`config.mk`:
```
export PLATFORM = sky130hd
export DESIGN_NAME = flash_cmd_seq
export DESIGN_NICKNAME = d
export VERILOG_FILES = /design/src/rtl/flash_seq_pkg.sv /design/src/rtl/flash_gap_timer.sv /design/src/rtl/flash_id_capture.sv /design/src/rtl/flash_seq_ctrl.sv /design/src/rtl/flash_cmd_seq.sv
export SDC_FILE = /design/constraint.sdc
export NUM_CORES = 1
export LEC_CHECK = 0
export ABC_AREA = 1
export CAP_MARGIN = 40
export CORE_MARGIN = 8
export CORE_UTILIZATION = 55
export DETAILED_ROUTE_END_ITERATION = 7
export DONT_BUFFER_PORTS = 1
export PLACE_DENSITY = 0.7
export REMOVE_ABC_BUFFERS = 1
export SYNTH_ARGS = -nofsm -noshare
export SYNTH_HDL_FRONTEND = slang
export SYNTH_SLANG_ARGS = --single-unit
```
`constraint.sdc`:
```
create_clock -name clk -period 4.2 [get_ports clk]
set_input_delay 0.84 -clock clk [delete_from_list [all_inputs] [get_ports clk]]
set_output_delay 0.84 -clock clk [all_outputs]
set_load 0.02 [all_outputs]
```
`src/rtl/flash_seq_pkg.sv`:
```
package flash_seq_pkg;

    typedef enum logic [2:0] {
        OP_PROBE  = 3'd0,
        OP_PROG   = 3'd1,
        OP_SECTOR = 3'd2,
        OP_BLOCK  = 3'd3,
        OP_CHIP   = 3'd4
    } op_e;

    typedef enum logic [3:0] {
        K_SKIP, K_WR, K_RD_MFR, K_RD_DEV, K_RD_MFR_X, K_RD_DEV_X,
        K_GAP, K_ENTER, K_EXIT, K_POLL, K_END
    } kind_e;

    typedef enum logic [1:0] {A_UNLK1, A_UNLK2, A_TARGET, A_NONE} asel_e;

    typedef enum logic [2:0] {ST_IDLE, ST_RUN, ST_STROBE, ST_WAIT, ST_POLL} state_e;

    typedef struct packed {
        kind_e      kind;
        asel_e      asel;
        logic [7:0] data;
    } step_t;

    localparam int STEP_W = 5;

    localparam logic [15:0] UNLK1_ADDR = 16'h5555;
    localparam logic [15:0] UNLK2_ADDR = 16'h2AAA;
    localparam logic [15:0] OFS_MFR    = 16'h0000;
    localparam logic [15:0] OFS_DEV    = 16'h0001;
    localparam logic [15:0] OFS_MFR_X  = 16'h0100;
    localparam logic [15:0] OFS_DEV_X  = 16'h0101;

    localparam logic [7:0] D_KEY1   = 8'hAA;
    localparam logic [7:0] D_KEY2   = 8'h55;
    localparam logic [7:0] D_PROG   = 8'hA0;
    localparam logic [7:0] D_ERASE  = 8'h80;
    localparam logic [7:0] D_SECT   = 8'h30;
    localparam logic [7:0] D_BLK    = 8'h50;
    localparam logic [7:0] D_CHIP   = 8'h10;
    localparam logic [7:0] D_IDENT  = 8'h90;
    localparam logic [7:0] D_RESET  = 8'hF0;
    localparam logic [7:0] ID_CONT  = 8'h7F;

    function automatic step_t mk(kind_e k, asel_e a, logic [7:0] d);
        step_t s;
        s.kind = k;
        s.asel = a;
        s.data = d;
        return s;
    endfunction

    function automatic logic sel_valid(logic [1:0] sel);
        return sel != 2'd3;
    endfunction

    function automatic logic [15:0] sel_mask(logic [1:0] sel);
        case (sel)
            2'd0:    return 16'hFFFF;
            2'd1:    return 16'h07FF;
            2'd2:    return 16'h0FFF;
            default: return 16'h0000;
        endcase
    endfunction

    function automatic logic op_valid(logic [2:0] op);
        return op <= 3'd4;
    endfunction

    function automatic logic odd_par(logic [7:0] b);
        return ^b;
    endfunction

    // Optional unlock pair that precedes a probe reset write.
    function automatic step_t reset_prefix(logic [1:0] j, logic lr);
        if (!lr) return mk(K_SKIP, A_NONE, 8'h00);
        case (j)
            2'd0:    return mk(K_WR, A_UNLK1, D_KEY1);
            2'd2:    return mk(K_WR, A_UNLK2, D_KEY2);
            default: return mk(K_GAP, A_NONE, 8'h00);
        endcase
    endfunction

    function automatic step_t step_at(logic [2:0] op, logic [STEP_W-1:0] idx, logic lr);
        step_t s;
        step_t fin;
        s = mk(K_END, A_NONE, 8'h00);
        if (op == OP_PROBE) begin
            case (idx)
                5'd0:                      s = mk(K_ENTER, A_NONE, 8'h00);
                5'd1, 5'd2, 5'd3, 5'd4:    s = reset_prefix(2'(idx - 5'd1), lr);
                5'd5:                      s = mk(K_WR, A_UNLK1, D_RESET);
                5'd6:                      s = mk(K_EXIT, A_NONE, 8'h00);
                5'd7:                      s = mk(K_WR, A_UNLK1, D_KEY1);
                5'd8:                      s = mk(K_GAP, A_NONE, 8'h00);
                5'd9:                      s = mk(K_WR, A_UNLK2, D_KEY2);
                5'd10:                     s = mk(K_GAP, A_NONE, 8'h00);
                5'd11:                     s = mk(K_WR, A_UNLK1, D_IDENT);
                5'd12:                     s = mk(K_ENTER, A_NONE, 8'h00);
                5'd13:                     s = mk(K_RD_MFR, A_NONE, 8'h00);
                5'd14:                     s = mk(K_RD_DEV, A_NONE, 8'h00);
                5'd15:                     s = mk(K_RD_MFR_X, A_NONE, 8'h00);
                5'd16:                     s = mk(K_RD_DEV_X, A_NONE, 8'h00);
                5'd17, 5'd18, 5'd19, 5'd20: s = reset_prefix(2'(idx - 5'd17), lr);
                5'd21:                     s = mk(K_WR, A_UNLK1, D_RESET);
                5'd22:                     s = mk(K_EXIT, A_NONE, 8'h00);
                default:                   s = mk(K_END, A_NONE, 8'h00);
            endcase
        end else if (op == OP_PROG) begin
            case (idx)
                5'd0:    s = mk(K_WR, A_UNLK1, D_KEY1);
                5'd1:    s = mk(K_WR, A_UNLK2, D_KEY2);
                5'd2:    s = mk(K_WR, A_UNLK1, D_PROG);
                default: s = mk(K_END, A_NONE, 8'h00);
            endcase
        end else begin
            if (op == OP_SECTOR)     fin = mk(K_WR, A_TARGET, D_SECT);
            else if (op == OP_BLOCK) fin = mk(K_WR, A_TARGET, D_BLK);
            else                     fin = mk(K_WR, A_UNLK1, D_CHIP);
            case (idx)
                5'd0, 5'd6: s = mk(K_WR, A_UNLK1, D_KEY1);
                5'd2, 5'd8: s = mk(K_WR, A_UNLK2, D_KEY2);
                5'd4:       s = mk(K_WR, A_UNLK1, D_ERASE);
                5'd10:      s = fin;
                5'd1, 5'd3, 5'd5, 5'd7, 5'd9, 5'd11: s = mk(K_GAP, A_NONE, 8'h00);
                5'd12:      s = mk(K_POLL, A_NONE, 8'h00);
                default:    s = mk(K_END, A_NONE, 8'h00);
            endcase
        end
        return s;
    endfunction

endpackage

```
`src/rtl/flash_gap_timer.sv`:
```
module flash_gap_timer #(
    parameter int CNT_W = 8
) (
    input  logic             clk,
    input  logic             rst,
    input  logic             load,
    input  logic [CNT_W-1:0] len,
    output logic             fire
);
    logic [CNT_W-1:0] cnt;

    always_ff @(posedge clk) begin
        if (rst)              cnt <= '0;
        else if (load)        cnt <= len;
        else if (cnt != '0)   cnt <= cnt - CNT_W'(1);
    end

    assign fire = (cnt == CNT_W'(1));

    // a wait ends in a single expiry pulse
    assert_fire_single_R6: assert property (@(posedge clk) disable iff (rst)
        (fire && !load) |=> !fire);

endmodule

```
`src/rtl/flash_id_capture.sv`:
```
module flash_id_capture
    import flash_seq_pkg::*;
(
    input  logic        clk,
    input  logic        rst,
    input  logic        clr,
    input  logic        cap_en,
    input  kind_e       cap_kind,
    input  logic [7:0]  rdata,
    input  logic        fin,
    input  logic [15:0] exp_mfr,
    input  logic [15:0] exp_dev,
    output logic [15:0] mfr_id,
    output logic [15:0] dev_id,
    output logic        mfr_cont,
    output logic        dev_cont,
    output logic        parity_warn,
    output logic        id_match
);
    always_ff @(posedge clk) begin
        if (rst || clr) begin
            mfr_id      <= '0;
            dev_id      <= '0;
            parity_warn <= 1'b0;
            id_match    <= 1'b0;
        end else begin
            if (cap_en) begin
                case (cap_kind)
                    K_RD_MFR:   mfr_id <= {8'h00, rdata};
                    K_RD_DEV:   dev_id <= {8'h00, rdata};
                    K_RD_MFR_X: mfr_id <= {mfr_id[7:0], rdata};
                    K_RD_DEV_X: dev_id <= {dev_id[7:0], rdata};
                    default:    ;
                endcase
            end
            if (fin) begin
                parity_warn <= !odd_par(mfr_id[7:0]);
                id_match    <= (mfr_id == exp_mfr) && (dev_id == exp_dev);
            end
        end
    end

    // A code extends only while it still holds a single 0x7F byte.
    assign mfr_cont = (mfr_id[15:8] == 8'h00) && (mfr_id[7:0] == ID_CONT);
    assign dev_cont = (dev_id[15:8] == 8'h00) && (dev_id[7:0] == ID_CONT);

    // extra ID reads are only issued behind a continuation byte
    assert_mfr_ext_gate_R9: assert property (@(posedge clk) disable iff (rst)
        (cap_en && cap_kind == K_RD_MFR_X) |-> mfr_cont);
    assert_dev_ext_gate_R9: assert property (@(posedge clk) disable iff (rst)
        (cap_en && cap_kind == K_RD_DEV_X) |-> dev_cont);

endmodule

```
`src/rtl/flash_seq_ctrl.sv`:
```
module flash_seq_ctrl
    import flash_seq_pkg::*;
#(
    parameter int ADDR_W    = 18,
    parameter int CNT_W     = 8,
    parameter int GAP_CYC   = 5,
    parameter int ENTER_CYC = 9,
    parameter int EXIT_CYC  = 4
) (
    input  logic              clk,
    input  logic              rst,
    input  logic              start,
    input  logic [2:0]        op,
    input  logic [1:0]        mask_sel,
    input  logic [ADDR_W-1:0] target_addr,
    input  logic              long_reset,
    input  logic              zero_timing,
    output logic [ADDR_W-1:0] bus_addr,
    output logic [7:0]        bus_wdata,
    output logic              bus_we,
    output logic              bus_re,
    output logic              poll_start,
    input  logic              poll_done,
    output logic              busy,
    output logic              done,
    output logic              cfg_err,
    output logic              tmr_load,
    output logic [CNT_W-1:0]  tmr_len,
    input  logic              tmr_fire,
    output logic              cap_clr,
    output logic              cap_en,
    output kind_e             cap_kind,
    output logic              fin_probe,
    input  logic              mfr_cont,
    input  logic              dev_cont
);
    state_e            st;
    logic [STEP_W-1:0] idx;
    logic [2:0]        op_q;
    logic [15:0]       mask_q;
    logic [ADDR_W-1:0] tgt_q;
    logic              long_q;
    logic              zero_q;
    kind_e             rd_kind_q;

    step_t             cur;
    logic [ADDR_W-1:0] wr_addr;
    logic [ADDR_W-1:0] rd_addr;
    logic              is_wait;
    logic              rd_skip;
    logic              start_ok;

    always_comb begin
        cur = step_at(op_q, idx, long_q);

        case (cur.asel)
            A_UNLK1:  wr_addr = ADDR_W'(UNLK1_ADDR & mask_q);
            A_UNLK2:  wr_addr = ADDR_W'(UNLK2_ADDR & mask_q);
            A_TARGET: wr_addr = tgt_q;
            default:  wr_addr = '0;
        endcase

        case (cur.kind)
            K_RD_MFR:   rd_addr = ADDR_W'(OFS_MFR);
            K_RD_DEV:   rd_addr = ADDR_W'(OFS_DEV);
            K_RD_MFR_X: rd_addr = ADDR_W'(OFS_MFR_X);
            default:    rd_addr = ADDR_W'(OFS_DEV_X);
        endcase

        is_wait = (cur.kind == K_GAP) || (cur.kind == K_ENTER) || (cur.kind == K_EXIT);
        if (zero_q)                   tmr_len = '0;
        else if (cur.kind == K_ENTER) tmr_len = CNT_W'(ENTER_CYC);
        else if (cur.kind == K_EXIT)  tmr_len = CNT_W'(EXIT_CYC);
        else                          tmr_len = CNT_W'(GAP_CYC);

        rd_skip  = ((cur.kind == K_RD_MFR_X) && !mfr_cont) ||
                   ((cur.kind == K_RD_DEV_X) && !dev_cont);
        start_ok = sel_valid(mask_sel) && op_valid(op);
    end

    assign tmr_load  = (st == ST_RUN) && is_wait && (tmr_len != '0);
    assign cap_clr   = (st == ST_IDLE) && start && start_ok;
    assign cap_en    = (st == ST_STROBE) && bus_re;
    assign cap_kind  = rd_kind_q;
    assign fin_probe = (st == ST_RUN) && (cur.kind == K_END) && (op_q == OP_PROBE);

    always_ff @(posedge clk) begin
        if (rst) begin
            st         <= ST_IDLE;
            idx        <= '0;
            op_q       <= '0;
            mask_q     <= '0;
            tgt_q      <= '0;
            long_q     <= 1'b0;
            zero_q     <= 1'b0;
            rd_kind_q  <= K_SKIP;
            bus_addr   <= '0;
            bus_wdata  <= '0;
            bus_we     <= 1'b0;
            bus_re     <= 1'b0;
            poll_start <= 1'b0;
            busy       <= 1'b0;
            done       <= 1'b0;
            cfg_err    <= 1'b0;
        end else begin
            done <= 1'b0;
            case (st)
                ST_IDLE: begin
                    if (start) begin
                        if (!start_ok) begin
                            done    <= 1'b1;
                            cfg_err <= 1'b1;
                        end else begin
                            op_q    <= op;
                            mask_q  <= sel_mask(mask_sel);
                            tgt_q   <= target_addr;
                            long_q  <= long_reset;
                            zero_q  <= zero_timing;
                            idx     <= '0;
                            busy    <= 1'b1;
                            cfg_err <= 1'b0;
                            st      <= ST_RUN;
                        end
                    end
                end
                ST_RUN: begin
                    case (cur.kind)
                        K_WR: begin
                            bus_addr  <= wr_addr;
                            bus_wdata <= cur.data;
                            bus_we    <= 1'b1;
                            st        <= ST_STROBE;
                        end
                        K_RD_MFR, K_RD_DEV, K_RD_MFR_X, K_RD_DEV_X: begin
                            if (rd_skip) begin
                                idx <= idx + STEP_W'(1);
                            end else begin
                                bus_addr  <= rd_addr;
                                bus_re    <= 1'b1;
                                rd_kind_q <= cur.kind;
                                st        <= ST_STROBE;
                            end
                        end
                        K_GAP, K_ENTER, K_EXIT: begin
                            if (tmr_len == '0) idx <= idx + STEP_W'(1);
                            else               st  <= ST_WAIT;
                        end
                        K_POLL: begin
                            poll_start <= 1'b1;
                            st         <= ST_POLL;
                        end
                        K_END: begin
                            done <= 1'b1;
                            busy <= 1'b0;
                            st   <= ST_IDLE;
                        end
                        default: idx <= idx + STEP_W'(1);
                    endcase
                end
                ST_STROBE: begin
                    bus_we <= 1'b0;
                    bus_re <= 1'b0;
                    idx    <= idx + STEP_W'(1);
                    st     <= ST_RUN;
                end
                ST_WAIT: begin
                    if (tmr_fire) begin
                        idx <= idx + STEP_W'(1);
                        st  <= ST_RUN;
                    end
                end
                ST_POLL: begin
                    poll_start <= 1'b0;
                    if (poll_done) begin
                        idx <= idx + STEP_W'(1);
                        st  <= ST_RUN;
                    end
                end
                default: st <= ST_IDLE;
            endcase
        end
    end

    // strobes are single-clock, exclusive and only inside an operation
    assert_we_width_R1: assert property (@(posedge clk) disable iff (rst)
        bus_we |=> !bus_we);
    assert_re_width_R1: assert property (@(posedge clk) disable iff (rst)
        bus_re |=> !bus_re);
    assert_strobe_excl_R1: assert property (@(posedge clk) disable iff (rst)
        !(bus_we && bus_re));
    assert_idle_quiet_R1: assert property (@(posedge clk) disable iff (rst)
        !busy |-> (!bus_we && !bus_re));
    // a rejected start answers at once with an error and stays idle
    assert_reject_R3: assert property (@(posedge clk) disable iff (rst)
        (st == ST_IDLE && start && !start_ok) |=> (done && cfg_err && !busy));
    // poller request is a pulse and completion waits for the poller
    assert_poll_pulse_R7: assert property (@(posedge clk) disable iff (rst)
        poll_start |=> !poll_start);
    assert_done_waits_R7: assert property (@(posedge clk) disable iff (rst)
        (st == ST_POLL && !poll_done) |=> !done);

endmodule

```
`src/rtl/flash_cmd_seq.sv`:
```
module flash_cmd_seq
    import flash_seq_pkg::*;
#(
    parameter int ADDR_W    = 18,
    parameter int GAP_CYC   = 1250,
    parameter int ENTER_CYC = 1250000,
    parameter int EXIT_CYC  = 5000
) (
    input  logic              clk,
    input  logic              rst,
    input  logic              start,
    input  logic [2:0]        op,
    input  logic [1:0]        mask_sel,
    input  logic [ADDR_W-1:0] target_addr,
    input  logic              long_reset,
    input  logic              zero_timing,
    input  logic [15:0]       exp_mfr,
    input  logic [15:0]       exp_dev,
    output logic [ADDR_W-1:0] bus_addr,
    output logic [7:0]        bus_wdata,
    output logic              bus_we,
    output logic              bus_re,
    input  logic [7:0]        bus_rdata,
    output logic              poll_start,
    input  logic              poll_done,
    output logic              busy,
    output logic              done,
    output logic              cfg_err,
    output logic [15:0]       mfr_id,
    output logic [15:0]       dev_id,
    output logic              parity_warn,
    output logic              id_match
);
    localparam int MAX_A    = (GAP_CYC > EXIT_CYC) ? GAP_CYC : EXIT_CYC;
    localparam int MAX_WAIT = (ENTER_CYC > MAX_A) ? ENTER_CYC : MAX_A;
    localparam int CNT_W    = $clog2(MAX_WAIT + 1) + 1;

    logic             tmr_load;
    logic [CNT_W-1:0] tmr_len;
    logic             tmr_fire;
    logic             cap_clr;
    logic             cap_en;
    kind_e            cap_kind;
    logic             fin_probe;
    logic             mfr_cont;
    logic             dev_cont;

    flash_seq_ctrl #(
        .ADDR_W(ADDR_W), .CNT_W(CNT_W), .GAP_CYC(GAP_CYC),
        .ENTER_CYC(ENTER_CYC), .EXIT_CYC(EXIT_CYC)
    ) ctrl_i (
        .clk(clk), .rst(rst), .start(start), .op(op), .mask_sel(mask_sel),
        .target_addr(target_addr), .long_reset(long_reset), .zero_timing(zero_timing),
        .bus_addr(bus_addr), .bus_wdata(bus_wdata), .bus_we(bus_we), .bus_re(bus_re),
        .poll_start(poll_start), .poll_done(poll_done), .busy(busy), .done(done),
        .cfg_err(cfg_err), .tmr_load(tmr_load), .tmr_len(tmr_len), .tmr_fire(tmr_fire),
        .cap_clr(cap_clr), .cap_en(cap_en), .cap_kind(cap_kind), .fin_probe(fin_probe),
        .mfr_cont(mfr_cont), .dev_cont(dev_cont)
    );

    flash_gap_timer #(.CNT_W(CNT_W)) timer_i (
        .clk(clk), .rst(rst), .load(tmr_load), .len(tmr_len), .fire(tmr_fire)
    );

    flash_id_capture cap_i (
        .clk(clk), .rst(rst), .clr(cap_clr), .cap_en(cap_en), .cap_kind(cap_kind),
        .rdata(bus_rdata), .fin(fin_probe), .exp_mfr(exp_mfr), .exp_dev(exp_dev),
        .mfr_id(mfr_id), .dev_id(dev_id), .mfr_cont(mfr_cont), .dev_cont(dev_cont),
        .parity_warn(parity_warn), .id_match(id_match)
    );

endmodule

```
==> metrics <==
1st-iter DRT viols=506; vias per cell=5.58; total number of vias=6067; Synth Cell Area=6610 sq um; pre-CTS WS=0.684 ns; DRC viols=0; Core Rows=40; Seq/Total Area, Yosys=37.6%; Synth area leader=dfxtp_1; Max Cap Viol=0; Cell variety after synth=47; minimum clock period=3.60 ns; top_reg_cell synth=dfxtp_1; Placed Instances=1055; Post-Route WL=17900 um; hpwl dp=13200 um; total grt overflow=0; setup TNS=0 ns; Post-Layout Cell Count=1087; Die ar.=15800 sq um; Die Wd=126 um; area growth from synthesis to layout=10.5%; worst rel slew slack=42.3%; commonest non-fill, non-tap cells in the layout=nand2_1, dfxtp_1, nor2_1; final setup fails=0; Yosys reg bits=124; Hold Crit Class=register to register; Die Span Y=126 um; vias in the first global route=5681; Post-synth EDFFs=0; maximum vdd ir drop=440 uV; critical path endpoint category=register; RSZ-0062 raised after global routing=no; initial antenna violation count=0; most common cell after layout, fill and taps aside=nand2_1; Port Buffers=0; CTS root buf=clkbuf_16; post-synthesis average cell area=7.07 sq um; IO Pins=135; GRT Total Usage=22.5%; critical path peak fanout=22; Final Hold Viols=0; Wirelength per Cell=16.5 um; clock buffer depth=2; Post-CTS Resized=0; largest cells by area after synthesis=dfxtp_1, nand2_1, nor2_1; outcome=finished clean; gpl congestion=0.896; # hold bufs at CTS=0; setup ws final=0.600 ns; pin count of the biggest net entering global routing=47; critical path class=register to register; Req. time, crit path=4.51 ns; TritonCTS clock tree=built; global-route wire length before repair=29100 um; Static Leak=3.08 nW; worst slew pin tran=0.858 ns; H-tree Lvls=4; post-CTS setup buffers=0; asr flop ratio synth=0%; Critical Path AT=3.91 ns; TritonCTS Buffers=17; P per Cell Area=774 nW/um^2; NumNets Final=1007; diodes inserted=0; Clk Latency, worst-skew pair=0.42 ns; core area=11900 sq um; share of layout cells above drive strength 1=9.04%; Power Total=5.65 mW; Synth warnings=0; startpoint types=register; clock sink count=124; DRT Pass-1 Iters=5; Max Clock Freq=278 MHz; Mapped Cells=934; Synth top area share=37.6%; initial core utilization=55.7%; Max Slew Vio Count=0; Layout Skew=0.00935 ns; antenna-violating nets left=0; clock-pin slew of the registers on the worst-case setup and hold paths=0.06 ns; period utilization=85.7%
per-layer routing:
layer	routed length (um)	part of all wire, %	global-route usage [%]
met1	8020	45	28.1
met5	0	0	0
met2	8460	47	36.4
met4	274	1.5	6.88
met3	1170	6.5	6.76
worst max-delay path, cell delays in order, from the launching register on:
cell and delay [ns]:
dfxtp_1 0.35, inv_1 0.17, ha_1 0.28, inv_2 0.06, nor2_4 0.20, nand2_2 0.10
nand2_1 0.10, inv_1 0.05, nand3_1 0.09, o21ai_0 0.11, nand2_1 0.09, nand2_2 0.14
nor2_4 0.15, nand2_1 0.07, nor2_1 0.45, inv_1 0.21, nand2_2 0.41, nand2_1 0.22
a21oi_1 0.17, nor2_1 0.05
cells in the mapped netlist, types with 4 or more instances:
cell type / n
o21ai_0: 50
nand2_1: 188
nor3_1: 15
o22ai_1: 4
a21oi_1: 70
nand3_1: 58
nand3_2: 6
inv_1: 86
o21ai_1: 9
buf_4: 6
buf_2: 4
xor2_1: 14
xnor2_1: 40
nor4_1: 19
nor2_1: 113
nand2_2: 13
inv_2: 9
nand4_1: 21
dfxtp_1: 124
nor2_4: 5
a211oi_1: 17
a31oi_1: 5
ha_1: 11
clkbuf_1: 19
stage by stage:
stage               hold WS [ns]  area (sq um)  util, %
floorplan                  0.446          6450        -
global placement           0.460          6680     56.3
detailed placement         0.464          6690     56.4
CTS                        0.475          7300     61.5
global route               0.472          7300     61.5
finish                     0.470          7300     61.5
kinds of logic after synthesis:
logic type | share of synthesized area [%]
simple gates | 30.7
compound gates | 14.5
buf+inv | 7.90
flops | 37.6
xor+xnor | 7.16
fa+ha+maj | 2.08
final cells by class:
cell class,instances,area [sq um]
fillers,1101,4560
clock inverters,15,188
clock buffers,17,425
inverters,97,367
flip-flops and latches,124,2480
multi-input cells,681,3600
well taps,147,184
repair buffers,6,52.6
path summary, 6_finish.rpt:
kind	from	end	slack, ns	cells past startpoint
worst max register to register	ctrl_i.idx[0]	ctrl_i.bus_addr[2]	0.60	19
worst min register to register	ctrl_i.tgt_q[17]	ctrl_i.tgt_q[17]	0.47	2
worst min-delay path	ctrl_i.tgt_q[17]	ctrl_i.tgt_q[17]	0.47	2
worst max-delay path	ctrl_i.idx[0]	ctrl_i.bus_addr[2]	0.60	19
state kept, by name, summed over array words and instances (netlist names), 3 cells and up:
name              cells
ctrl_i.st             3
cap_i.dev_id         16
ctrl_i.idx            5
ctrl_i.mask_q         3
timer_i.cnt          22
ctrl_i.bus_wdata      6
ctrl_i.op_q           3
ctrl_i.cap_kind       4
ctrl_i.tgt_q         18
ctrl_i.bus_addr      18
cap_i.mfr_id         16
power breakdown:
part	switching [mW]	leakage, nW	internal, mW	total, mW
Sequential	0.333	1.01	1.42	1.76
Combinational	1.60	1.78	0.773	2.37
Clock	0.582	0.296	0.943	1.52
Power figures use the tool's default switching activity.
